**config.mk**
```make
export PLATFORM = sky130hd
export DESIGN_NAME = byte_dio
export DESIGN_NICKNAME = d
export VERILOG_FILES = /design/src/rtl/byte_dio.sv
export SDC_FILE = /design/constraint.sdc
export NUM_CORES = 1
export LEC_CHECK = 0
export ABC_AREA = 1
export BUFFER_PORTS_ARGS = -buffer_cell sky130_fd_sc_hd__buf_2
export CAP_MARGIN = 20
export CORE_MARGIN = 5
export CORE_UTILIZATION = 24
export DETAILED_ROUTE_END_ITERATION = 8
export PLACE_DENSITY_LB_ADDON = 0.2
export SETUP_SLACK_MARGIN = 0.5
export SYNTH_ARGS = -nofsm -noshare
export SYNTH_HDL_FRONTEND = slang
export SYNTH_SLANG_ARGS = --single-unit
```
**constraint.sdc**
```tcl
create_clock -name clk -period 2.6 [get_ports clk]
set_clock_uncertainty 0.15 [all_clocks]
set_input_delay 0.39 -clock clk [delete_from_list [all_inputs] [get_ports clk]]
set_output_delay 0.39 -clock clk [all_outputs]
set_load 0.01 [all_outputs]
```
**src/rtl/byte_dio.sv**
```systemverilog
module byte_dio #(
  parameter int WIDTH = 32,
  localparam int LANES = WIDTH / 8
) (
  input  logic             clk,
  input  logic             rst_n,
  input  logic             cfg_we,
  input  logic [LANES-1:0] cfg_dir_wr,
  input  logic             cfg_ext_wr,
  output logic [LANES-1:0] cfg_dir,
  output logic             cfg_ext,
  input  logic             data_we,
  input  logic [WIDTH-1:0] data_wdata,
  input  logic             data_re,
  output logic [WIDTH-1:0] data_rdata,
  output logic [WIDTH-1:0] pin_out,
  output logic [WIDTH-1:0] pin_oe,
  input  logic [WIDTH-1:0] pin_in,
  input  logic             ext_strobe
);
  logic [LANES-1:0] dir_q;
  logic             ext_q;
  logic [WIDTH-1:0] out_q, in_q, rd_q, lane_mask;
  logic [2:0]       strb_q;
  logic             strb_rise;

  for (genvar g = 0; g < LANES; g++) begin : g_lane
    assign lane_mask[g*8 +: 8] = {8{dir_q[g]}};
  end

  assign strb_rise = strb_q[1] & ~strb_q[2];

  always_ff @(posedge clk or negedge rst_n) begin
    if (!rst_n) begin
      dir_q  <= '0;
      ext_q  <= 1'b0;
      out_q  <= '0;
      in_q   <= '0;
      rd_q   <= '0;
      strb_q <= '0;
    end else begin
      strb_q <= {strb_q[1:0], ext_strobe};
      if (cfg_we) begin
        dir_q <= cfg_dir_wr;
        ext_q <= cfg_ext_wr;
      end
      if (data_we)
        out_q <= (out_q & ~lane_mask) | (data_wdata & lane_mask);
      if (ext_q ? strb_rise : data_re)
        in_q <= pin_in;
      if (data_re)
        rd_q <= (out_q & lane_mask) | ((ext_q ? in_q : pin_in) & ~lane_mask);
    end
  end

  assign cfg_dir    = dir_q;
  assign cfg_ext    = ext_q;
  assign pin_oe     = lane_mask;
  assign pin_out    = out_q & lane_mask;
  assign data_rdata = rd_q;
endmodule

```
==> key figures <==
Run status
  – Status: finished clean

Clock network
  – Worst skew pair latency: 0.35 ns
  – Clock sink count: 104
  – CTS H-tree depth: 3
  – Max Root-Sink Buffers: 2
  – CTS Buf Count: 9
  – CTS tree: yes
  – Clock tree root driver cell: clkbuf_16
  – Post-CTS setup buffer count: 0
  – Reg clk slew, reported paths: 0.07 ns

Route
  – DRT Pass-1 Iters: 4
  – First DRT Iteration DRCs: 221
  – Vias post-DR: 4408
  – Mean number of vias per cell: 4.05
  – Wire length per cell: 13.7 um
  – Remaining antenna violation count: 0
  – WL final: 14.9 mm
  – DR DRC count: 0

Global route
  – Largest net degree at the start of global routing: 65
  – Initial antenna violation count: 2
  – GRT Residual Overflow: 0
  – Global-route wire length before repair: 24.2 mm
  – Vias in the first global route: 4369
  – GRT Total Usage: 0.118

Setup path
  – Critical path class: reg2out
  – WP data arrival: 1.47 ns
  – Slowest stage delay, CP: 0.61 ns
  – Register-to-register setup slack: 0.73 ns
  – Buf+Inv Stages, Crit Path: 2
  – Critical Path RT: 2.06 ns
  – Worst-path cell chain: buf_4, buf_2
  – Reg2Reg Depth: 5
  – Crit path capture type: output port
  – Slowest CP cell: dfrtp_4
  – Critical path launch point type: register
  – R2R Path End: in_q[17]
  – Top delay family on crit path: flip-flops
  – RR Startpoint: cfg_ext
  – Critical path peak fanout: 19

Die
  – Starting Density: 0.244
  – Row count: 54
  – Die H: 159 um
  – Die X: 159 um
  – Top-Level Pins: 176
  – Placeable Area: 21800 um^2
  – Die ar.: 25300 um^2

Power and ir drop
  – LEAKAGE: 3.68 nW
  – Power density over the cells: 687 nW/um^2
  – Worst vdd ir: 0.279 mV

Placed design
  – RD Place Congestion: 0.725
  – HPWL Detailed: 10.9 mm
  – PortBufs: 175
  – Post-DP Area: 6130 um^2
  – Cell count after placement: 1072

Flow run
  – Number of max-cap violations: 0

Synthesis
  – Post-synth top area share: 0.489
  – Compound-cell area share of the yosys netlist: 0.0874
  – Ranking of synthesized cells by area: dfrtp_1, nand2_1, inv_1
  – Mux contribution to synthesized area: 0
  – Post-Synth Adder-Cell Area: 0
  – Synth warnings: 0
  – Top post-synthesis cells by count: nand2_1, dfrtp_1, inv_1
  – Async SR Flop Fraction: 1.00
  – Netlist cell types: 18
  – Number of synthesized flops with an enable pin: 0
  – XOR/XNOR Fraction of Synth Area: 0
  – Mean Syn Cell Area: 7.91 um^2
  – Synth area leader: dfrtp_1
  – Synth Flop Type: dfrtp_1
  – Yosys reg bits: 104
  – Net Count, Synth: 748
  – Post-Synthesis Cells: 673
  – Synth Cell Area: 5330 um^2
  – Main combinational cell family by area after synthesis: simple AND/OR/NAND/NOR gates
  – Synth Area in Simple Gates: 0.256
  – Sequential share of the synthesized area: 0.489
  – Most frequent cell after synthesis: nand2_1

STA
  – Tcrit/Tclk final: 0.772
  – Headroom to the max-slew limit: 0.557
  – Fmax achieved: 498 MHz
  – Final Critical Period: 2.01 ns
  – Max Slew Vio Count: 0
  – Worst-margin pin slew: 0.663 ns
  – Hold_ws: 0.0895 ns
  – RSZ-0062 raised after global routing: no
  – Setup-failing EPs final: 0
  – Setup TNS: 0 ns
  – Final Hold Fails: 0

Cells and area
  – Fin area: 6450 um^2
  – Footprint of the multi-input gates: 1830 um^2
  – P&R area growth vs syn: 21.1%
  – Nets: 880
  – Share of layout cells above drive strength 1: 0.297
  – Sequential Area: 2610 um^2
  – Fillcell total: 2405
  – Non-filler instance count after layout: 1089
  – Final core utilization: 0.295
  – Ant diodes: 0

Worst hold path
  – Hold Path End: cfg_dir[2]
  – HP Class: in2reg
  – Hold Startpoint: cfg_dir_wr[2]
  – WHS Path Cells: 3
layer usage:
layer,global-route usage,vias up,share of wire
met3,0.0329,15,0.060
met5,0,-,0.0017
met4,0.0407,4,0.015
li1,-,2277,-
met1,0.161,2003,0.48
met2,0.180,109,0.45
area by class of cell:
class	instances	area share
sequential	104	0.405
inverter	103	0.0607
clock buffer	11	0.0376
timing repair buffer	186	0.152
multi-input combinational	401	0.284
tap	280	0.0543
clock inverter	4	0.00698
cell usage in the layout, fill, tap and decap left out:
cell / n
o21ai_2: 32
clkinv_1: 4
inv_1: 97
dlygate4sd3_1: 2
buf_12: 1
o21ai_0: 5
dfrtp_4: 1
nand3_4: 1
dfrtp_1: 99
a21oi_1: 32
clkinv_2: 3
nand2_1: 201
nand3_1: 64
bufinv_16: 1
clkbuf_1: 1
clkbuf_8: 1
buf_2: 174
inv_6: 1
inv_2: 1
clkbuf_16: 9
buf_4: 9
nand2_4: 1
dfrtp_2: 4
nand2_8: 1
nor2_1: 64
worst max-delay path by stage:
stage	start	endpoint	slack, ns	cells after the start
finish	cfg_ext	cfg_ext	0.59	2
global route	cfg_ext	cfg_ext	0.52	2
CTS	cfg_dir[3]	pin_oe[27]	0.53	2
detailed placement	cfg_ext	in_q[9]	0.68	5
global placement	cfg_ext	in_q[12]	0.71	5
floorplan	cfg_dir[3]	pin_out[28]	1.07	4
metrics by stage:
step	power, mW	setup WS, ns
final	4.43	0.592
after global routing	4.74	0.518
after CTS	4.53	0.532
after detailed placement	3.12	0.678
after global placement	3.11	0.714
after floorplan	2.77	1.07
kinds of logic after synthesis:
logic type,count (synthesis)
AND/OR/NAND/NOR,332
buffers and inverters,168
flip-flops,104
AO/OA/AOI/OAI,69
power by group:
part | switching (mW) | internal (mW)
Clock | 0.608 | 0.764
Sequential | 0.156 | 1.88
Combinational | 0.625 | 0.397
Total | 1.39 | 3.04
worst reg2reg max path: cells and delay by family, from the launching register on:
kind / cells / cell delay, ns
buffers and inverters: 1 / 0.29
and+or+nand+nor: 3 / 0.66
DFF: 1 / 0.61
AOI/OAI and AO/OA: 1 / 0.08
repair_timing:
item	CTS	global route
resized for setup	3	2
endpoints found under the hold margin	21	0
hold buffers	2	0
endpoints found under the setup margin	8	19
Note: power is estimated with default switching activity, not from simulation.
